File: src/rtl/pio_pkg.sv
// Package for the dual port-group I/O block.
// Holds the port width, the control word bit positions and the helper
// that turns a mode-set word into per-pin output enables.
package pio_pkg;
    localparam int PORT_W      = 8;
    localparam int PORTS_PER_G = 3;
    localparam int GROUP_PINS  = PORT_W * PORTS_PER_G;

    // Control word bit positions (1 = input)
    localparam int CB_MODESET = 7;
    localparam int CB_A_IN    = 4;
    localparam int CB_CHI_IN  = 3;
    localparam int CB_B_IN    = 1;
    localparam int CB_CLO_IN  = 0;

    localparam logic [PORT_W-1:0] CTRL_RESET = 8'h9B;

    typedef enum logic [1:0] {
        SEL_A    = 2'd0,
        SEL_B    = 2'd1,
        SEL_C    = 2'd2,
        SEL_CTRL = 2'd3
    } reg_sel_e;

    // Expand a mode-set word into output enables for one group (1 = drive).
    function automatic logic [GROUP_PINS-1:0] ctrl_to_oe(input logic [PORT_W-1:0] w);
        logic [GROUP_PINS-1:0] oe;
        oe[PORT_W-1:0]          = {PORT_W{~w[CB_A_IN]}};
        oe[2*PORT_W-1:PORT_W]   = {PORT_W{~w[CB_B_IN]}};
        oe[2*PORT_W+3:2*PORT_W] = {4{~w[CB_CLO_IN]}};
        oe[3*PORT_W-1:2*PORT_W+4] = {4{~w[CB_CHI_IN]}};
        return oe;
    endfunction
endpackage

File: src/rtl/pio_port_latch.sv
// One output latch of one port.
// Assumes the group has already decoded a write to this port and a
// mode-set write; the mode-set clear wins over a load.
module pio_port_latch #(
    parameter int W = 8
) (
    input  logic         clk,
    input  logic         rst_n,
    input  logic         clr,
    input  logic         load,
    input  logic [W-1:0] wdata,
    output logic [W-1:0] q
);
    // Hold, load or clear the latch
    always_ff @(posedge clk) begin
        if (!rst_n)   q <= '0;
        else if (clr) q <= '0;
        else if (load) q <= wdata;
    end
endmodule

File: src/rtl/pio_group.sv
// One group of three 8-bit ports plus its control register.
// Assumes wr_en is already qualified by the group decode; sel picks the
// port or the control register. Produces registered pin enables and a
// combinational read view, which the top module registers.
module pio_group
    import pio_pkg::*;
(
    input  logic                  clk,
    input  logic                  rst_n,
    input  logic                  wr_en,
    input  logic [1:0]            sel,
    input  logic [PORT_W-1:0]     wdata,
    input  logic [GROUP_PINS-1:0] pin_in,
    output logic [GROUP_PINS-1:0] pin_out,
    output logic [GROUP_PINS-1:0] pin_oe,
    output logic [PORT_W-1:0]     rd_view
);
    logic [PORT_W-1:0] ctrl_q;
    logic              modeset;
    logic [GROUP_PINS-1:0] mixed;

    assign modeset = wr_en && (sel == SEL_CTRL) && wdata[CB_MODESET];

    // Keep the last mode-set word
    always_ff @(posedge clk) begin
        if (!rst_n)       ctrl_q <= CTRL_RESET;
        else if (modeset) ctrl_q <= wdata;
    end

    // Registered tri-state enables, updated on the mode-set edge
    always_ff @(posedge clk) begin
        if (!rst_n)       pin_oe <= '0;
        else if (modeset) pin_oe <= ctrl_to_oe(wdata);
    end

    for (genvar p = 0; p < PORTS_PER_G; p++) begin : g_port
        pio_port_latch #(.W(PORT_W)) u_latch (
            .clk   (clk),
            .rst_n (rst_n),
            .clr   (modeset),
            .load  (wr_en && (sel == 2'(p))),
            .wdata (wdata),
            .q     (pin_out[p*PORT_W +: PORT_W])
        );
    end

    assign mixed = (pin_in & ~pin_oe) | (pin_out & pin_oe);

    // Select the port or control view for a read
    always_comb begin
        unique case (sel)
            SEL_A:   rd_view = mixed[0 +: PORT_W];
            SEL_B:   rd_view = mixed[PORT_W +: PORT_W];
            SEL_C:   rd_view = mixed[2*PORT_W +: PORT_W];
            default: rd_view = ctrl_q;
        endcase
    end
endmodule

File: src/rtl/pio_dual_ports.sv
// Top: decodes a byte-wide register window into N_GROUPS port groups.
// Each group owns four consecutive offsets; offsets beyond the last group
// read as zero and ignore writes. Read data is registered on the strobe.
module pio_dual_ports
    import pio_pkg::*;
#(
    parameter int N_GROUPS = 2,
    parameter int ADDR_W   = 4,
    localparam int PIN_W   = N_GROUPS * GROUP_PINS,
    localparam int GSEL_W  = ADDR_W - 2
) (
    input  logic              clk,
    input  logic              rst_n,
    input  logic [ADDR_W-1:0] bus_addr,
    input  logic              bus_rd,
    input  logic              bus_wr,
    input  logic [7:0]        bus_wdata,
    output logic [7:0]        bus_rdata,
    input  logic [PIN_W-1:0]  pin_in,
    output logic [PIN_W-1:0]  pin_out,
    output logic [PIN_W-1:0]  pin_oe
);
    logic [GSEL_W-1:0] gsel;
    logic [1:0]        rsel;
    logic              in_range;
    logic [7:0]        views [N_GROUPS];
    logic [7:0]        rd_mux;

    assign gsel     = bus_addr[ADDR_W-1:2];
    assign rsel     = bus_addr[1:0];
    assign in_range = int'(gsel) < N_GROUPS;

    for (genvar g = 0; g < N_GROUPS; g++) begin : g_grp
        pio_group u_grp (
            .clk     (clk),
            .rst_n   (rst_n),
            .wr_en   (bus_wr && (gsel == GSEL_W'(g))),
            .sel     (rsel),
            .wdata   (bus_wdata),
            .pin_in  (pin_in[g*GROUP_PINS +: GROUP_PINS]),
            .pin_out (pin_out[g*GROUP_PINS +: GROUP_PINS]),
            .pin_oe  (pin_oe[g*GROUP_PINS +: GROUP_PINS]),
            .rd_view (views[g])
        );
    end

    // Pick the addressed group's read view
    always_comb begin
        rd_mux = '0;
        for (int g = 0; g < N_GROUPS; g++)
            if (gsel == GSEL_W'(g)) rd_mux = views[g];
    end

    // Register read data on the strobe, hold otherwise
    always_ff @(posedge clk) begin
        if (!rst_n)      bus_rdata <= '0;
        else if (bus_rd) bus_rdata <= in_range ? rd_mux : 8'h00;
    end
endmodule

File: config.mk
export PLATFORM = sky130hd
export DESIGN_NAME = pio_dual_ports
export DESIGN_NICKNAME = d
export VERILOG_FILES = /design/src/rtl/pio_pkg.sv /design/src/rtl/pio_port_latch.sv /design/src/rtl/pio_group.sv /design/src/rtl/pio_dual_ports.sv
export SDC_FILE = /design/constraint.sdc
export NUM_CORES = 1
export LEC_CHECK = 0
export BUFFER_PORTS_ARGS = -buffer_cell sky130_fd_sc_hd__buf_2
export CORE_MARGIN = 3
export CORE_UTILIZATION = 44
export DETAILED_ROUTE_END_ITERATION = 10
export GPL_ROUTABILITY_DRIVEN = 0
export PLACE_DENSITY = 0.8
export SYNTH_ARGS = -nofsm -noshare
export SYNTH_HDL_FRONTEND = slang
export SYNTH_SLANG_ARGS = --single-unit
File: constraint.sdc
create_clock -name clk -period 1.66 [get_ports clk]
set_input_delay 0.249 -clock clk [delete_from_list [all_inputs] [get_ports clk]]
set_output_delay 0.249 -clock clk [all_outputs]
set_load 0.02 [all_outputs]
* After elaboration in Yosys (flattened, before gate mapping)
Index checks and enable logic that the tools add are counted.
Word-level totals: flip-flop bits (word level) 114, input port bits 64, output and inout port bits 104, logic and storage cells 50
Cells by class: order comparisons 1, equality and inequality tests 4, mux-type cells 5, bitwise operators 13, reduce and logical (&&, ||, !) cells 16
Operators with widths (count):
- $and 24x24->24 | 4
- $not 24->24 | 2
- $or 24x24->24 | 2
- $pmux 8 s3 | 2
- $mux 8 | 3
- $logic_and 1x1->1 | 12
- $not 1->1 | 5
- $eq 2x1->1 const B | 2
- $eq 2x2->1 const B | 2
- $logic_not 2->1 | 2
- $reduce_or 2->1 | 2
- $lt 2x2->1 const B | 1

* Logic depth before layout (Yosys ltp)
depth after elaboration 7, depth in mapped cells 7, depth with buffers taken out 5

* By module
From an unflattened synthesis, not the netlist that was laid out.
Second synthesis, totals: cells, all modules 450, area, all modules 4569.4 um^2
Modules (own cells, without submodules):
- pio_group | times used 2, cells each 129, area an instance 1214.9 um^2, sequential area each 240.2 um^2
- pio_port_latch | times used 6, cells each 27, area an instance 292.8 um^2, sequential area each 160.2 um^2
- pio_dual_ports | times used 1, cells each 30, area an instance 382.9 um^2, sequential area each 160.2 um^2

* Worst setup path after synthesis
OpenSTA, ideal clock, no wires.
kind register to register, start register g_grp[1].u_grp.pin_oe[15] (netlist name), end register bus_rdata[5], library setup time 135 ps, data arrival time 1577 ps, data required time 1525 ps, slack -52 ps, stages on the path, launching flop included 7, path buffers 1, clock period less this slack 1712 ps, cell sequence dfxtp_1 > buf_2 > mux2_2 > o21ai_0 > o221ai_1 > o211ai_1 > a31oi_1
RTL lines:
- to (signal assigned) | RTL line pio_dual_ports.sv:57 | else if (bus_rd) bus_rdata <= in_range ? rd_mux : 8'h00;
- to (decl) | RTL line pio_dual_ports.sv:18 | output logic [7:0] bus_rdata,

* Worst setup path after layout
start register g_grp[0].u_grp.pin_oe[20] (netlist name), end register bus_rdata[4]
Between the ends: cells in the longest elaborated chain, start to end 7, elaborated cells between the ends (all ways) 8, those cells by class mux (4); bitwise (4)
Ends and longest elaborated chain:
- $not 24->24 | RTL line pio_group.sv:47 | assign mixed = (pin_in & ~pin_oe) | (pin_out & pin_oe);
- $and 24x24->24 | RTL line pio_group.sv:47
- $or 24x24->24 * | RTL line pio_group.sv:47
- $pmux 8 s3 * | RTL line pio_group.sv:51 | unique case (sel)
- $mux 8 * (2 in a row) | RTL line pio_dual_ports.sv:51 | if (gsel == GSEL_W'(g)) rd_mux = views[g];
- $mux 8 * | RTL line pio_dual_ports.sv:57
Mark *: on every way between the ends. The rest lies on a longest branch, timed or not. A chain may end at the register's enable or synchronous reset.

==> metrics.txt <==
# TYPE chip_impl_metric gauge
chip_impl_info{name="status",value="completed"} 1
chip_impl_info{name="min_to",value="g_grp[0].u_grp.ctrl_q[3]"} 1
chip_impl_metric{name="worst_ep_required_time",unit="ns"} 1.91
chip_impl_metric{name="placement_rows",unit=""} 35
chip_impl_metric{name="ctsResizeCount",unit=""} 0
chip_impl_info{name="layout_commonest_cell",value="sky130_fd_sc_hd__buf_2"} 1
chip_impl_metric{name="min_period_over_period",unit="%"} 91.98
chip_impl_metric{name="number_of_inserted_filler_cells_in_the_final_layout",unit=""} 853
chip_impl_metric{name="reg2reg_depth",unit=""} 5
chip_impl_metric{name="finalHoldViolCount",unit=""} 0
chip_impl_metric{name="p_total",unit="mW"} 4.294
chip_impl_metric{name="cts.htree.levels",unit=""} 3
chip_impl_metric{name="postCtsHoldBufs",unit=""} 0
chip_impl_metric{name="floorplan.die.height",unit="um"} 104.0
chip_impl_info{name="clockRootBuffer",value="sky130_fd_sc_hd__clkbuf_8"} 1
chip_impl_metric{name="hold_path_depth",unit=""} 2
chip_impl_metric{name="timing.clock.skew",unit="ns"} 0.007824
chip_impl_metric{name="grt_start_max_net_pins",unit=""} 26
chip_impl_metric{name="timing_worst_slew_pin_value",unit="ns"} 0.6411
chip_impl_metric{name="drt_wl_total",unit="um"} 13420
chip_impl_metric{name="yosys_register_bits",unit=""} 80
chip_impl_metric{name="ys_types",unit=""} 40
chip_impl_metric{name="grt_first_pass_wirelength",unit="um"} 20670
chip_impl_metric{name="routedWlPerCell",unit="um"} 17.90
chip_impl_metric{name="r2r_setup_slack",unit="ns"} 0.13
chip_impl_metric{name="worst_ep_arrival_time",unit="ns"} 1.78
chip_impl_metric{name="finish.net_count",unit=""} 680
chip_impl_metric{name="drt-pass1-iter-count",unit=""} 7
chip_impl_metric{name="final_period_minus_worst_setup_slack",unit="ns"} 1.527
chip_impl_metric{name="initial_core_util",unit="%"} 45.55
chip_impl_info{name="min_from",value="rst_n"} 1
chip_impl_metric{name="die_w",unit="um"} 104.0
chip_impl_metric{name="cts_sinks",unit=""} 80
chip_impl_metric{name="drv_slew",unit=""} 0
chip_impl_info{name="mostFrequentLayoutCells",value="sky130_fd_sc_hd__buf_2, sky130_fd_sc_hd__dfxtp_1, sky130_fd_sc_hd__mux2i_1"} 1
chip_impl_metric{name="antenna_found_initial",unit=""} 0
chip_impl_metric{name="cap_violations",unit=""} 0
chip_impl_metric{name="setup_viol_count_final",unit=""} 0
chip_impl_metric{name="post-place-ws",unit="ns"} -0.04096
chip_impl_metric{name="hold-worst-slack",unit="ns"} 0.2077
chip_impl_metric{name="ys_seq_area_share",unit="%"} 37.87
chip_impl_metric{name="powerDensity",unit="mW/mm^2"} 822.0
chip_impl_metric{name="cts-root-to-sink-buffers",unit=""} 2
chip_impl_metric{name="dpl-instance-area",unit="mm^2"} 0.004979
chip_impl_metric{name="layout.cell_area.non_filler",unit="mm^2"} 0.005224
chip_impl_info{name="tritoncts",value="built"} 1
chip_impl_metric{name="syn_avg_cell_area",unit="um^2"} 8.666
chip_impl_info{name="worstReg2RegEnd",value="bus_rdata[4]"} 1
chip_impl_metric{name="worstSkewPairLatency",unit="ns"} 0.36
chip_impl_info{name="worstSetupPathType",value="flop to flop"} 1
chip_impl_metric{name="proportion_of_layout_cells_with_a_drive_suffix_above_1",unit="%"} 37.84
chip_impl_metric{name="numCtsBuffers",unit=""} 9
chip_impl_metric{name="ys.warnings.count",unit=""} 0
chip_impl_metric{name="dp_cells",unit=""} 734
chip_impl_metric{name="post_cts_setup_buffers",unit=""} 0
chip_impl_metric{name="ant_nets",unit=""} 0
chip_impl_metric{name="clkTransAtPathRegs",unit="ns"} 0.08
chip_impl_metric{name="critPathMaxFanout",unit=""} 9
chip_impl_metric{name="globalRouteOverflowTotal",unit=""} 0
chip_impl_metric{name="io_pins",unit=""} 168
chip_impl_metric{name="netlist_area",unit="mm^2"} 0.004229
chip_impl_metric{name="synth_to_layout_area_growth",unit="%"} 23.52
chip_impl_metric{name="design.core.area",unit="mm^2"} 0.009284
chip_impl_metric{name="avgViaCountPerCell",unit=""} 5.483
chip_impl_metric{name="n_antenna_cell",unit=""} 0
chip_impl_metric{name="syn-instance-count",unit=""} 488
chip_impl_metric{name="worst_vdd_drop",unit="uV"} 713.9
chip_impl_info{name="rsz0062_at_grt",value="no"} 1
chip_impl_metric{name="vias",unit=""} 4112
chip_impl_metric{name="setup-tns-final",unit="ns"} 0
chip_impl_metric{name="post-route-worst-setup-slack",unit="ns"} 0.1332
chip_impl_metric{name="maxClockFrequency",unit="GHz"} 0.6550
chip_impl_metric{name="grt_usage",unit="%"} 24.06
chip_impl_metric{name="worst_slew_margin_rel",unit="%"} 57.26
chip_impl_metric{name="number_of_global_route_vias_before_repair",unit=""} 3935
chip_impl_metric{name="stdcell_count",unit=""} 750
chip_impl_info{name="sort_of_element_at_the_start_of_the_critical_path",value="flop"} 1
chip_impl_metric{name="first_iter_violations",unit=""} 341
chip_impl_metric{name="hpwl_dp",unit="um"} 10200
chip_impl_info{name="worstSetupEndpointType",value="flop"} 1
chip_impl_metric{name="synthesis.nets",unit=""} 552
chip_impl_info{name="hold_path.class",value="input pin to flop"} 1
chip_impl_metric{name="floorplan.die_area",unit="mm^2"} 0.01082
chip_impl_metric{name="buffer_ports.inserted",unit=""} 167
chip_impl_metric{name="remaining_drc_errors",unit=""} 0
chip_impl_info{name="worstReg2RegStart",value="g_grp[0].u_grp.pin_oe[20]"} 1
chip_impl_metric{name="layout.core_utilization",unit="%"} 56.27
chip_impl_metric{name="cellLeakagePower",unit="nW"} 2.531
==> flip-flops by register name, summed over array words and instances (netlist names) <==
register                      count
bus_rdata                         8
g_grp.u_grp.ctrl_q               16
g_grp.u_grp.g_port.u_latch.q     48
g_grp.u_grp.pin_oe                8
==> layout make-up <==
type	instances	area [um^2]	area share, %
well taps	129	161.4	3.090
flip-flops and latches	80	1603	30.68
repair buffers	195	1084	20.74
multi-input cells	329	2127	40.72
clock inverters	5	103.9	1.988
inverters	1	3.754	0.07186
clock buffers	11	141.4	2.707
==> cells by family after synthesis <==
| logic type | share of synthesized area [%] |
|---|---|
| buffers and inverters | 11.83 |
| DFF | 37.87 |
| AOI/OAI and AO/OA | 18.22 |
| and+or+nand+nor | 13.73 |
| muxes | 18.34 |
==> cells in the mapped netlist <==
master	instances	share of area, %
sky130_fd_sc_hd__and2b_1	1	0.18
sky130_fd_sc_hd__nor2b_1	5	0.74
sky130_fd_sc_hd__inv_1	1	0.089
sky130_fd_sc_hd__a21boi_1	6	1.1
sky130_fd_sc_hd__o21a_1	7	1.2
sky130_fd_sc_hd__o211a_1	4	0.95
sky130_fd_sc_hd__buf_4	43	7.6
sky130_fd_sc_hd__and2_1	3	0.44
sky130_fd_sc_hd__and2b_2	1	0.21
sky130_fd_sc_hd__a21boi_0	3	0.53
sky130_fd_sc_hd__nand4_1	1	0.15
sky130_fd_sc_hd__nand3_2	1	0.24
sky130_fd_sc_hd__a31oi_1	4	0.59
sky130_fd_sc_hd__o21ai_1	4	0.47
sky130_fd_sc_hd__clkbuf_1	15	1.3
sky130_fd_sc_hd__nand2b_1	3	0.44
sky130_fd_sc_hd__and2_0	2	0.30
sky130_fd_sc_hd__nor2_4	1	0.27
sky130_fd_sc_hd__nor2_2	3	0.44
sky130_fd_sc_hd__buf_6	3	0.80
sky130_fd_sc_hd__nand2_1	44	3.9
sky130_fd_sc_hd__clkbuf_2	3	0.35
sky130_fd_sc_hd__o221ai_1	4	0.83
sky130_fd_sc_hd__a21oi_1	29	3.4
sky130_fd_sc_hd__or2_2	2	0.30
sky130_fd_sc_hd__o22ai_1	12	1.8
sky130_fd_sc_hd__mux2_2	12	3.2
sky130_fd_sc_hd__nand4b_1	2	0.41
sky130_fd_sc_hd__nand4_4	1	0.50
sky130_fd_sc_hd__mux2i_1	64	15
sky130_fd_sc_hd__buf_2	13	1.5
sky130_fd_sc_hd__or2_1	1	0.15
sky130_fd_sc_hd__buf_1	1	0.089
sky130_fd_sc_hd__nor2_1	49	4.3
sky130_fd_sc_hd__dfxtp_1	80	38
sky130_fd_sc_hd__o211ai_1	4	0.71
sky130_fd_sc_hd__o21ai_0	49	5.8
sky130_fd_sc_hd__a211o_1	4	0.83
sky130_fd_sc_hd__nand2_2	2	0.30
sky130_fd_sc_hd__nand3_4	1	0.41
==> how the worst max path moves through the flow <==
stage,startpoint,to
after floorplan,g_grp[0].u_grp.pin_oe[15],bus_rdata[1]
after global placement,bus_addr[1],bus_rdata[4]
after detailed placement,bus_addr[1],bus_rdata[0]
after CTS,g_grp[1].u_grp.pin_oe[15],bus_rdata[6]
after global routing,g_grp[0].u_grp.pin_oe[20],bus_rdata[4]
final,g_grp[0].u_grp.pin_oe[20],bus_rdata[4]
==> worst max-delay path, stage by stage, from the launching register on <==
cell and delay, ns:
sky130_fd_sc_hd__dfxtp_1 0.53, sky130_fd_sc_hd__mux2i_1 0.36, sky130_fd_sc_hd__o21ai_0 0.18, sky130_fd_sc_hd__nor2_1 0.13, sky130_fd_sc_hd__o21ai_1 0.08, sky130_fd_sc_hd__o211a_1 0.13
==> routing by layer <==
| layer | routed length (um) | share of wire (%) | up-vias | global-route usage [%] |
|---|---|---|---|---|
| met5 | 0 | 0 | - | 0 |
| met4 | 537 | 4.0 | 0 | 11.49 |
| met3 | 1331 | 9.9 | 55 | 5.959 |
| met2 | 6139 | 46 | 250 | 37.79 |
| met1 | 5415 | 40 | 1895 | 30.99 |
| li1 | - | - | 1912 | - |
==> report_power, final <==
part	internal (mW)	leakage, nW	switching, mW
clock network	1.04	0.124	0.719
logic	0.222	1.76	0.336
registers	1.95	0.648	0.0281
total	3.21	2.53	1.08
Power figures use the tool's default switching activity.
